### src/rtl/abort_pkg.sv
package abort_pkg;
  localparam int NCLS  = 15;
  localparam int CLS_W = $clog2(NCLS);
  localparam int DOM_W = 4;
  localparam int REG_W = 32;
  localparam int CODE_W = 5;

  localparam logic [CLS_W-1:0] C_ALIGN   = 4'd0;
  localparam logic [CLS_W-1:0] C_ICM     = 4'd1;
  localparam logic [CLS_W-1:0] C_XT_L1   = 4'd2;
  localparam logic [CLS_W-1:0] C_XT_L2   = 4'd3;
  localparam logic [CLS_W-1:0] C_TR_SEC  = 4'd4;
  localparam logic [CLS_W-1:0] C_TR_PG   = 4'd5;
  localparam logic [CLS_W-1:0] C_AB_SEC  = 4'd6;
  localparam logic [CLS_W-1:0] C_AB_PG   = 4'd7;
  localparam logic [CLS_W-1:0] C_DM_SEC  = 4'd8;
  localparam logic [CLS_W-1:0] C_DM_PG   = 4'd9;
  localparam logic [CLS_W-1:0] C_PM_SEC  = 4'd10;
  localparam logic [CLS_W-1:0] C_PM_PG   = 4'd11;
  localparam logic [CLS_W-1:0] C_XA_PREC = 4'd12;
  localparam logic [CLS_W-1:0] C_XA_IMP  = 4'd13;
  localparam logic [CLS_W-1:0] C_DEBUG   = 4'd14;

  // status register field positions
  localparam int F_DOM_LO = 4;
  localparam int F_CODE4  = 10;
  localparam int F_RW     = 11;
  localparam int F_SD     = 12;

  function automatic logic [CODE_W-1:0] class_code(input logic [CLS_W-1:0] c);
    case (c)
      C_ALIGN:   return 5'b00001;
      C_ICM:     return 5'b00100;
      C_XT_L1:   return 5'b01100;
      C_XT_L2:   return 5'b01110;
      C_TR_SEC:  return 5'b00101;
      C_TR_PG:   return 5'b00111;
      C_AB_SEC:  return 5'b00011;
      C_AB_PG:   return 5'b00110;
      C_DM_SEC:  return 5'b01001;
      C_DM_PG:   return 5'b01011;
      C_PM_SEC:  return 5'b01101;
      C_PM_PG:   return 5'b01111;
      C_XA_PREC: return 5'b01000;
      C_XA_IMP:  return 5'b10110;
      default:   return 5'b00010;
    endcase
  endfunction

  function automatic logic dom_valid(input logic [CLS_W-1:0] c);
    return (c == C_XT_L2) || (c == C_TR_PG) || (c == C_AB_PG) ||
           ((c >= C_DM_SEC) && (c <= C_XA_PREC)) || (c == C_DEBUG);
  endfunction

  function automatic logic sd_valid(input logic [CLS_W-1:0] c);
    return (c == C_XT_L1) || (c == C_XT_L2) || (c == C_XA_IMP);
  endfunction

  function automatic logic rw_valid(input logic [CLS_W-1:0] c);
    return (c != C_ICM) && (c != C_DEBUG);
  endfunction

  function automatic logic [REG_W-1:0] pack_fsr(input logic [CODE_W-1:0] code,
                                                input logic [DOM_W-1:0] dom,
                                                input logic rw, input logic sd);
    logic [REG_W-1:0] v;
    v = '0;
    v[3:0] = code[3:0];
    v[F_DOM_LO +: DOM_W] = dom;
    v[F_CODE4] = code[4];
    v[F_RW] = rw;
    v[F_SD] = sd;
    return v;
  endfunction
endpackage

### src/rtl/abort_prio.sv
module abort_prio #(
  parameter int N = abort_pkg::NCLS,
  localparam int IW = $clog2(N)
) (
  input  logic [N-1:0]  req,
  output logic [N-1:0]  grant,
  output logic [IW-1:0] idx,
  output logic          any
);
  logic [N:0] seen;
  assign seen[0] = 1'b0;

  for (genvar i = 0; i < N; i++) begin : g_chain
    assign grant[i]  = req[i] & ~seen[i];
    assign seen[i+1] = seen[i] | req[i];
  end

  assign any = seen[N];

  always_comb begin
    idx = '0;
    for (int k = 0; k < N; k++)
      if (grant[k]) idx = IW'(k);
  end

  always_comb begin
    AST_GRANT_ONEHOT: assert ($onehot0(grant));
  end
endmodule

### src/rtl/abort_encode.sv
module abort_encode
  import abort_pkg::*;
(
  input  logic [CLS_W-1:0]  idx,
  input  logic              any,
  input  logic              data_side,
  input  logic              icm_op,
  output logic [CODE_W-1:0] code,
  output logic              dom_we,
  output logic              sd_ok,
  output logic              rw_ok,
  output logic              ifsr_we,
  output logic              dfsr_we,
  output logic              addr_we,
  output logic              precise
);
  logic             trans_hit;
  logic             icm_override;
  logic [CLS_W-1:0] eff;

  assign trans_hit    = (idx == C_TR_SEC) || (idx == C_TR_PG);
  assign icm_override = any & data_side & icm_op & trans_hit;
  assign eff          = icm_override ? C_ICM : idx;

  assign code    = class_code(eff);
  assign sd_ok   = sd_valid(eff);
  assign rw_ok   = rw_valid(eff);
  assign ifsr_we = any & ~data_side;
  assign dfsr_we = any & data_side;
  assign dom_we  = dfsr_we & dom_valid(eff);
  assign addr_we = dfsr_we & (eff != C_XA_IMP);
  assign precise = ~(data_side & ((eff == C_XA_IMP) || (eff == C_DEBUG)));

  always_comb begin
    if (ifsr_we) AST_NO_ICM_INSTR: assert (code != 5'b00100);
    if (icm_override) AST_OVR_CODE: assert (code == 5'b00100);
  end
endmodule

### src/rtl/abort_regs.sv
module abort_regs
  import abort_pkg::*;
(
  input  logic              clk,
  input  logic              rst_n,
  input  logic              ifsr_we,
  input  logic              dfsr_we,
  input  logic              addr_we,
  input  logic              dom_we,
  input  logic [CODE_W-1:0] code,
  input  logic [DOM_W-1:0]  dom_in,
  input  logic              rw_bit,
  input  logic              sd_bit,
  input  logic [REG_W-1:0]  fault_addr,
  input  logic [REG_W-1:0]  wpt_addr,
  input  logic [1:0]        rd_sel,
  output logic [REG_W-1:0]  rd_data
);
  logic [REG_W-1:0] ifsr_q, dfsr_q, far_q, wfar_q;
  logic [DOM_W-1:0] dom_next;

  assign dom_next = dom_we ? dom_in : dfsr_q[F_DOM_LO +: DOM_W];

  always_ff @(posedge clk or negedge rst_n) begin
    if (!rst_n) begin
      ifsr_q <= '0;
      dfsr_q <= '0;
      far_q  <= '0;
      wfar_q <= '0;
    end else begin
      if (ifsr_we) ifsr_q <= pack_fsr(code, '0, 1'b0, sd_bit);
      if (dfsr_we) dfsr_q <= pack_fsr(code, dom_next, rw_bit, sd_bit);
      if (addr_we) begin
        far_q  <= fault_addr;
        wfar_q <= wpt_addr;
      end
    end
  end

  always_comb begin
    case (rd_sel)
      2'd0:    rd_data = ifsr_q;
      2'd1:    rd_data = dfsr_q;
      2'd2:    rd_data = far_q;
      default: rd_data = wfar_q;
    endcase
  end

  AST_IFSR_HOLD: assert property (@(posedge clk) disable iff (!rst_n)
    !ifsr_we |=> $stable(ifsr_q));
  AST_IFSR_NODOM: assert property (@(posedge clk) disable iff (!rst_n)
    (ifsr_q[F_DOM_LO +: DOM_W] == '0) && !ifsr_q[F_RW]);
  AST_DFSR_HOLD: assert property (@(posedge clk) disable iff (!rst_n)
    !dfsr_we |=> $stable(dfsr_q));
  AST_ADDR_HOLD: assert property (@(posedge clk) disable iff (!rst_n)
    !addr_we |=> ($stable(far_q) && $stable(wfar_q)));
  AST_DOM_KEEP: assert property (@(posedge clk) disable iff (!rst_n)
    (dfsr_we && !dom_we) |=> $stable(dfsr_q[F_DOM_LO +: DOM_W]));
endmodule

### src/rtl/abort_capture.sv
module abort_capture
  import abort_pkg::*;
(
  input  logic              clk,
  input  logic              rst_n,
  input  logic              abt_valid,
  input  logic              data_side,
  input  logic [NCLS-1:0]   fault_req,
  input  logic              icm_op,
  input  logic [DOM_W-1:0]  dom_in,
  input  logic              acc_write,
  input  logic              ext_sd,
  input  logic [REG_W-1:0]  fault_addr,
  input  logic [REG_W-1:0]  wpt_addr,
  input  logic [1:0]        rd_sel,
  output logic [REG_W-1:0]  rd_data,
  output logic              pabt_o,
  output logic              dabt_o,
  output logic              precise_o
);
  logic [NCLS-1:0]   side_mask, req_eff, grant;
  logic [CLS_W-1:0]  win_idx;
  logic              win_any;
  logic [CODE_W-1:0] code;
  logic              dom_we, sd_ok, rw_ok, ifsr_we, dfsr_we, addr_we, precise;

  // icache maintenance request never applies to instruction fetches
  always_comb begin
    side_mask = '1;
    if (!data_side) side_mask[C_ICM] = 1'b0;
  end
  assign req_eff = abt_valid ? (fault_req & side_mask) : '0;

  abort_prio #(.N(NCLS)) u_prio (
    .req(req_eff), .grant(grant), .idx(win_idx), .any(win_any)
  );

  abort_encode u_enc (
    .idx(win_idx), .any(win_any), .data_side(data_side), .icm_op(icm_op),
    .code(code), .dom_we(dom_we), .sd_ok(sd_ok), .rw_ok(rw_ok),
    .ifsr_we(ifsr_we), .dfsr_we(dfsr_we), .addr_we(addr_we), .precise(precise)
  );

  abort_regs u_regs (
    .clk(clk), .rst_n(rst_n), .ifsr_we(ifsr_we), .dfsr_we(dfsr_we),
    .addr_we(addr_we), .dom_we(dom_we), .code(code), .dom_in(dom_in),
    .rw_bit(acc_write & rw_ok), .sd_bit(ext_sd & sd_ok),
    .fault_addr(fault_addr), .wpt_addr(wpt_addr),
    .rd_sel(rd_sel), .rd_data(rd_data)
  );

  always_ff @(posedge clk or negedge rst_n) begin
    if (!rst_n) begin
      pabt_o    <= 1'b0;
      dabt_o    <= 1'b0;
      precise_o <= 1'b0;
    end else begin
      pabt_o    <= ifsr_we;
      dabt_o    <= dfsr_we;
      precise_o <= (ifsr_we | dfsr_we) & precise;
    end
  end

  AST_ABT_EXCL: assert property (@(posedge clk) disable iff (!rst_n)
    !(pabt_o && dabt_o));
  AST_PULSE_NEEDS_STROBE: assert property (@(posedge clk) disable iff (!rst_n)
    (pabt_o || dabt_o) |-> $past(abt_valid));
  AST_GRANT_IN_REQ: assert property (@(posedge clk) disable iff (!rst_n)
    ((grant & ~fault_req) == '0));
  AST_PABT_PRECISE: assert property (@(posedge clk) disable iff (!rst_n)
    pabt_o |-> precise_o);
endmodule

### config.mk
export PLATFORM = sky130hd
export DESIGN_NAME = abort_capture
export DESIGN_NICKNAME = d
export VERILOG_FILES = /design/src/rtl/abort_pkg.sv /design/src/rtl/abort_prio.sv /design/src/rtl/abort_encode.sv /design/src/rtl/abort_regs.sv /design/src/rtl/abort_capture.sv
export SDC_FILE = /design/constraint.sdc
export NUM_CORES = 1
export LEC_CHECK = 0
export ABC_AREA = 0
export BUFFER_PORTS_ARGS = -buffer_cell sky130_fd_sc_hd__buf_4
export CAP_MARGIN = 20
export CORE_ASPECT_RATIO = 1.75
export CORE_UTILIZATION = 50
export CTS_CLUSTER_DIAMETER = 40
export DETAILED_ROUTE_END_ITERATION = 8
export PLACE_DENSITY = 0.8
export SYNTH_ARGS = -nofsm -noshare
export SYNTH_HDL_FRONTEND = slang
export SYNTH_SLANG_ARGS = --single-unit
### constraint.sdc
create_clock -name clk -period 4.5 [get_ports clk]
set_input_delay 1.125 -clock clk [delete_from_list [all_inputs] [get_ports clk]]
set_output_delay 1.125 -clock clk [all_outputs]
set_load 0.01 [all_outputs]
==> impl_metrics.sql, run 1 <==
INSERT INTO impl_metrics (metric_group, metric, value, unit) VALUES
('floorplan', 'floorplan.io_pins', '127', ''),
('layout', 'layout.area.seq', '2100', 'um2'),
('setup_path', 'cp.required', '3.38', 'ns'),
('layout', 'layout-drive-gt1-share', '0.285', ''),
('drt', 'vias_per_cell', '5.31', ''),
('placed_design', 'place_area', '5260', 'um2'),
('drt', 'drt.antenna.violating_nets', '0', ''),
('placed_design', 'gp_congestion', '0.899', ''),
('setup_path', 'worst_ep_arrival_time', '2.38', 'ns'),
('setup_path', 'critical_path_peak_fanout', '33', ''),
('sta', 'final.setup_skew', '0', 'ns'),
('drt', 'drt_iter0_drc', '182', ''),
('synthesis', 'sequential_share_of_the_synthesized_area', '0.487', ''),
('clocking', 'cts.hold.buffers_added', '0', ''),
('sta', 'report.final.slew_viol_count', '0', ''),
('hold_path', 'hold_path.class', 'flop to flop', ''),
('pwr', 'power_frac_seq', '0.435', ''),
('pwr', 'power_frac_clock', '0.390', ''),
('pwr', 'power.switching_fraction', '0.259', ''),
('pwr', 'power.ir.vdd_worst', '0.279', 'mV'),
('clocking', 'cts_sinks', '84', ''),
('floorplan', 'floorplan.initialDensity', '0.519', ''),
('sta', 'max_freq', '285', 'MHz'),
('clocking', 'cts_root_buf', 'sky130_fd_sc_hd__clkbuf_16', ''),
('layout', 'fillers', '669', ''),
('sta', 'worst_rel_slew_slack', '0.513', ''),
('setup_path', 'crit_path_end_kind', 'output pin', ''),
('synthesis', 'synthesis.area_per_instance', '8.88', 'um2'),
('sta', 'final_period_minus_worst_setup_slack', '3.50', 'ns'),
('hold_path', 'hold-path-cell-count', '2', ''),
('setup_path', 'critPathLaunch', 'rd_sel[0]', ''),
('synthesis', 'post_synth_arst_share', '1.00', ''),
('placed_design', 'io_buffer_count', '126', ''),
('grt', 'grt_pass1_wl', '17.9', 'mm'),
('clocking', 'skew_pair_late_insertion_delay', '0.34', 'ns'),
('setup_path', 'critPathLaunchType', 'input pin', ''),
('synthesis', 'syn_nets', '578', ''),
('pwr', 'power.net_switching', '0.528', 'mW'),
('clocking', 'numCtsBuffers', '9', ''),
('status', 'outcome', 'finished, final reports clean', ''),
('sta', 'rsz0062_at_grt', 'no', ''),
('grt', 'vias_in_the_first_global_route', '3833', ''),
('grt', 'grt_util_all_layers', '0.258', ''),
('pwr', 'static-leakage-power', '2.89', 'nW'),
('floorplan', 'fp.coreArea', '8310', 'um2'),
('layout', 'total_non_filler_cell_area_in_the_finished_layout', '5610', 'um2'),
('floorplan', 'die_area', '9030', 'um2'),
('pwr', 'pwr_density_cell', '363', 'nW/um2'),
('layout', 'ant_diodes', '0', ''),
('pwr', 'internal_power', '1.51', 'mW'),
('sta', 'setup_viol', '0', ''),
('drt', 'first_pass_iters', '6', ''),
('layout', 'fin_nets', '690', ''),
('layout', 'area_delta_synth_final', '29.9', '%'),
('setup_path', 'crit_type', 'input pin to output pin', ''),
('sta', 'actual_transition_at_the_worst_max_transition_pin', '0.728', 'ns'),
('pwr', 'power_frac_comb', '0.175', ''),
('grt', 'globalRoute.totalOverflow', '0', ''),
('grt', 'grt_antenna_before_repair', '0', ''),
('drt', 'detail_route.wl_per_cell', '15.3', 'um'),
('clocking', 'clk_transition_reported_paths', '0.06', 'ns'),
('clocking', 'cts-root-to-sink-buffers', '2', ''),
('layout', 'mostFrequentLayoutCell', 'sky130_fd_sc_hd__nand2_1', ''),
('sta', 'final.period_utilization', '0.779', ''),
('drt', 'detailroute.via_count', '3809', ''),
('grt', 'largest_net_degree_at_the_start_of_global_routing', '85', ''),
('sta', 'report.final.hold_viol_count', '0', ''),
('synthesis', 'synth_ff_type', 'sky130_fd_sc_hd__dfrtp_1', ''),
('floorplan', 'die_w', '72.2', 'um'),
('layout', 'multi_input_area', '2030', 'um2'),
('synthesis', 'synth.ff_latch_count', '84', '');
cell usage after synthesis (all sizes together) (2+ instances only):
| cell | number | area [um2] |
|---|---|---|
| a21o | 2 | 15.0 |
| a21oi | 7 | 35.0 |
| and3 | 2 | 17.5 |
| mux2 | 6 | 67.6 |
| o221a | 4 | 45.0 |
| dfrtp | 84 | 2100 |
| nand3 | 3 | 15.0 |
| buf | 15 | 128 |
| o211ai | 5 | 42.5 |
| nand2 | 219 | 822 |
| mux4 | 6 | 135 |
| a22o | 5 | 43.8 |
| o21ai | 21 | 105 |
| nand4 | 5 | 31.3 |
| mux2i | 22 | 220 |
| nor3 | 2 | 10.0 |
| clkbuf | 14 | 52.6 |
| nor4 | 3 | 25.0 |
| or4 | 2 | 22.5 |
| nor2 | 9 | 33.8 |
| inv | 3 | 11.3 |
| nand2b | 4 | 25.0 |
| nor2b | 23 | 144 |
| a211oi | 2 | 20.0 |
critical path, cell delays in order:
cell and delay [ns]:
sky130_fd_sc_hd__buf_4 0.45, sky130_fd_sc_hd__mux4_2 0.62, sky130_fd_sc_hd__buf_4 0.17
final cells by class:
cell class                      count  share of cell area
Sequential cell                    84               0.375
Multi-Input combinational cell    370               0.362
Timing Repair Buffer              130               0.178
Clock buffer                        9              0.0401
Tap cell                          115              0.0256
Clock inverter                      7              0.0178
Inverter                            3             0.00201
registers in the layout, summed over array words and instances (netlist names):
register,flops
precise_o,1
u_regs.dfsr_q,11
u_regs.ifsr_q,6
pabt_o,1
u_regs.far_q,32
dabt_o,1
u_regs.wfar_q,32
per-layer routing:
layer,wire length (um),GRT usage,up-vias
met1,4360,0.302,1826
met3,534,0.0580,20
met5,0,0,-
li1,-,-,1838
met2,5780,0.438,125
met4,338,0.126,0
worst paths after layout:
check	end	slack (ns)
setup / recovery	rd_data[12]	1.0
hold / removal	u_regs.wfar_q[28]$_DFFE_PN0P_	0.47
setup reg to reg	u_regs.dfsr_q[4]$_DFFE_PN0P_	3.59
hold reg to reg	u_regs.wfar_q[28]$_DFFE_PN0P_	0.47
max in group asynchronous	u_regs.wfar_q[7]$_DFFE_PN0P_	3.17
min in group asynchronous	u_regs.wfar_q[29]$_DFFE_PN0P_	0.74
metrics by stage:
stage,cells,util,power (mW),hold slack (ns),setup slack (ns)
2_1_floorplan,486,-,1.08,0.439,0.925
3_3_place_gp,701,0.632,1.24,0.453,0.894
3_5_place_dp,701,0.632,1.25,0.462,0.836
4_1_cts,717,0.672,2.05,0.476,0.976
5_1_grt,718,0.675,2.13,0.492,0.955
6_report,718,0.675,2.03,0.473,0.995
logic make-up (layout without fill, tap and decap cells):
kind of cell           after synthesis  in the layout  share of synthesized area
and+or+nand+nor                    281            281                      0.282
DFF                                 84             84                      0.487
AOI/OAI and AO/OA                   55             55                     0.0892
muxes                               34             34                     0.0979
buffers and inverters               32            149                     0.0443
power groups by stage:
stage	clock [mW]	combinational [mW]	sequential, mW
final	0.793	0.357	0.884
after global routing	0.843	0.394	0.895
after CTS	0.809	0.357	0.884
after detailed placement	0	0.354	0.897
after global placement	0	0.346	0.891
after floorplan	0	0.196	0.883
Power figures use the tool's default switching activity.
==> run 2: changes to the inputs <==
Settings changed: CORE_UTILIZATION 50 to 47, PLACE_DENSITY 0.8 to 0.79.
Clock period 4.5 ns to 2.92 ns, I/O delays scaled along.
==> run 2 against run 1 <==
Effect of this change: wire length grew 1.1%; total power grew 56%; clock power grew 59%; utilization shrank 2.4 points; hold slack lost 0.22 ns; final area grew 2.0%; setup slack lost 0.60 ns; non-clock buffer count grew 10; largest power group unchanged.
==> impl_metrics.sql, run 2 (synthesis gave the netlist of run 1 again) <==
INSERT INTO impl_metrics (metric_group, metric, value, unit) VALUES
('status', 'outcome', 'finished, final reports clean', ''),
('setup_path', 'critical_path.reg2reg.startpoint', 'u_regs.dfsr_q[6]$_DFFE_PN0P_', ''),
('pwr', 'power.ir.vdd_worst', '0.454', 'mV'),
('setup_path', 'critical_path_peak_fanout', '19', ''),
('layout', 'core_occupancy_in_the_finished_layout', '0.651', ''),
('hold_path', 'hold_path.class', 'input pin to async pin', ''),
('sta', 'report.final.slew_viol_count', '0', ''),
('clocking', 'numCtsBuffers', '9', ''),
('pwr', 'static-leakage-power', '2.96', 'nW'),
('clocking', 'postCtsResizedCells', '0', ''),
('placed_design', 'io_buffer_count', '126', ''),
('setup_path', 'crit_type', 'input pin to flop', ''),
('sta', 'final.setup_skew', '0', 'ns'),
('clocking', 'cts.hold.buffers_added', '0', ''),
('floorplan', 'die_area', '9590', 'um2'),
('layout', 'layout.area.seq', '2100', 'um2'),
('clocking', 'cts-root-to-sink-buffers', '2', ''),
('grt', 'grt_pass1_wl', '18.1', 'mm'),
('setup_path', 'worst_ep_arrival_time', '2.79', 'ns'),
('grt', 'grt_util_all_layers', '0.251', ''),
('setup_path', 'ff2ff_path_depth', '3', ''),
('layout', 'fin_nets', '700', ''),
('flow_run', 'max_cap_viol_count', '0', ''),
('clocking', 'skew_pair_late_insertion_delay', '0.33', 'ns'),
('drt', 'detailroute.via_count', '3883', ''),
('sta', 'final_period_minus_worst_setup_slack', '2.52', 'ns'),
('layout', 'fillers', '762', ''),
('clocking', 'clk_transition_reported_paths', '0.06', 'ns'),
('sta', 'max_freq', '397', 'MHz'),
('floorplan', 'die_h', '129', 'um'),
('clocking', 'cts-htree-levels', '3', ''),
('setup_path', 'r2r-end', 'u_regs.dfsr_q[6]$_DFFE_PN0P_', ''),
('grt', 'grt_antenna_before_repair', '0', ''),
('floorplan', 'floorplan.initialDensity', '0.492', ''),
('floorplan', 'fp.coreArea', '8780', 'um2'),
('placed_design', 'place_area', '5360', 'um2'),
('sta', 'setup_viol', '0', ''),
('drt', 'drt.antenna.violating_nets', '0', ''),
('floorplan', 'die_w', '74.5', 'um'),
('clocking', 'cts_setup_buffers', '0', ''),
('grt', 'largest_net_degree_at_the_start_of_global_routing', '85', ''),
('drt', 'route.final.wire_length', '11.1', 'mm'),
('floorplan', 'floorplan.io_pins', '127', ''),
('setup_path', 'r2r_setup_slack', '1.96', 'ns'),
('sta', 'worst_rel_slew_slack', '0.676', ''),
('layout', 'layout-drive-gt1-share', '0.294', ''),
('sta', 'total_negative_setup_slacks', '0', 'ns'),
('drt', 'post-route-drc-count', '0', ''),
('sta', 'final.period_utilization', '0.863', ''),
('layout', 'area_delta_synth_final', '32.5', '%'),
('sta', 'report.final.hold_viol_count', '0', ''),
('setup_path', 'cp.required', '3.19', 'ns'),
('clocking', 'cts_sinks', '84', ''),
('drt', 'drt_iter0_drc', '223', ''),
('drt', 'vias_per_cell', '5.32', ''),
('setup_path', 'critPathLaunch', 'fault_req[1]', ''),
('layout', 'ant_diodes', '0', ''),
('layout', 'mostFrequentLayoutCell', 'sky130_fd_sc_hd__nand2_1', ''),
('sta', 'hold_ws', '0.258', 'ns'),
('setup_path', 'crit_path_end_kind', 'flop', ''),
('clocking', 'cts_root_buf', 'sky130_fd_sc_hd__clkbuf_16', ''),
('layout', 'layout_top_registers', 'u_regs.far_q (32), u_regs.wfar_q (32), u_regs.dfsr_q (11)', ''),
('grt', 'globalRoute.totalOverflow', '0', ''),
('layout', 'total_non_filler_cell_area_in_the_finished_layout', '5720', 'um2'),
('layout', 'multi_input_area', '2030', 'um2'),
('sta', 'rsz0062_at_grt', 'no', ''),
('floorplan', 'num_rows', '45', ''),
('grt', 'vias_in_the_first_global_route', '3949', ''),
('sta', 'actual_transition_at_the_worst_max_transition_pin', '0.486', 'ns'),
('clocking', 'cts_tree', 'built', ''),
('placed_design', 'dp_hpwl', '8.11', 'mm'),
('layout', 'final_cell_mix', 'sky130_fd_sc_hd__nand2_1 (219), sky130_fd_sc_hd__buf_4 (137), sky130_fd_sc_hd__dfrtp_1 (84)', ''),
('setup_path', 'critPathLaunchType', 'input pin', ''),
('drt', 'first_pass_iters', '4', ''),
('drt', 'detail_route.wl_per_cell', '15.2', 'um'),
('placed_design', 'gp_congestion', '0.841', ''),
('pwr', 'pwr_density_cell', '556', 'nW/um2');
## run 2: metrics by stage
stage	instances	worst slack [ns]	power [mW]
5_1_grt	730	0.200	3.34
3_3_place_gp	713	0.200	1.92
3_5_place_dp	713	0.0980	1.94
2_1_floorplan	486	0.135	1.66
4_1_cts	729	0.413	3.21
6_report	730	0.400	3.18
## run 2: cell type report
type                       instances  share of cell area
sequential                        84               0.367
multi-input combinational        370               0.355
timing repair buffer             140               0.192
clock buffer                      11              0.0407
tap                              117              0.0256
clock inverter                     5              0.0175
inverter                           3             0.00197
## run 2: worst max-delay path, cell delays in order
cell,delay (ns)
sky130_fd_sc_hd__buf_4,0.12
sky130_fd_sc_hd__a2111oi_1,0.41
sky130_fd_sc_hd__buf_4,0.19
sky130_fd_sc_hd__and2_1,0.29
sky130_fd_sc_hd__a21o_1,0.34
sky130_fd_sc_hd__or2b_2,0.27
sky130_fd_sc_hd__buf_4,0.26
sky130_fd_sc_hd__nand2_1,0.09
sky130_fd_sc_hd__nand2_1,0.07
## run 2: report_power, final
group	switching (mW)	internal, mW	total [mW]
clock	0.423	0.833	1.26
sequential	0.0697	1.29	1.36
combinational	0.277	0.288	0.565
total	0.769	2.41	3.18
## run 2: worst max path at each step
stage	cells after the start	end	slack [ns]
6_report	9	u_regs.wfar_q[5]$_DFFE_PN0P_	0.40
5_1_grt	9	u_regs.far_q[5]$_DFFE_PN0P_	0.20
4_1_cts	9	u_regs.far_q[31]$_DFFE_PN0P_	0.41
3_5_place_dp	9	u_regs.far_q[19]$_DFFE_PN0P_	0.1
3_3_place_gp	7	u_regs.dfsr_q[5]$_DFFE_PN0P_	0.20
2_1_floorplan	3	rd_data[0]	0.14
## run 2: routing by layer
metal	vias to the layer above	wire, um	global-route usage
met5	-	0	0
met4	0	488	0.150
met3	34	563	0.0532
met2	136	6010	0.430
met1	1850	4070	0.276
li1	1863	-	-
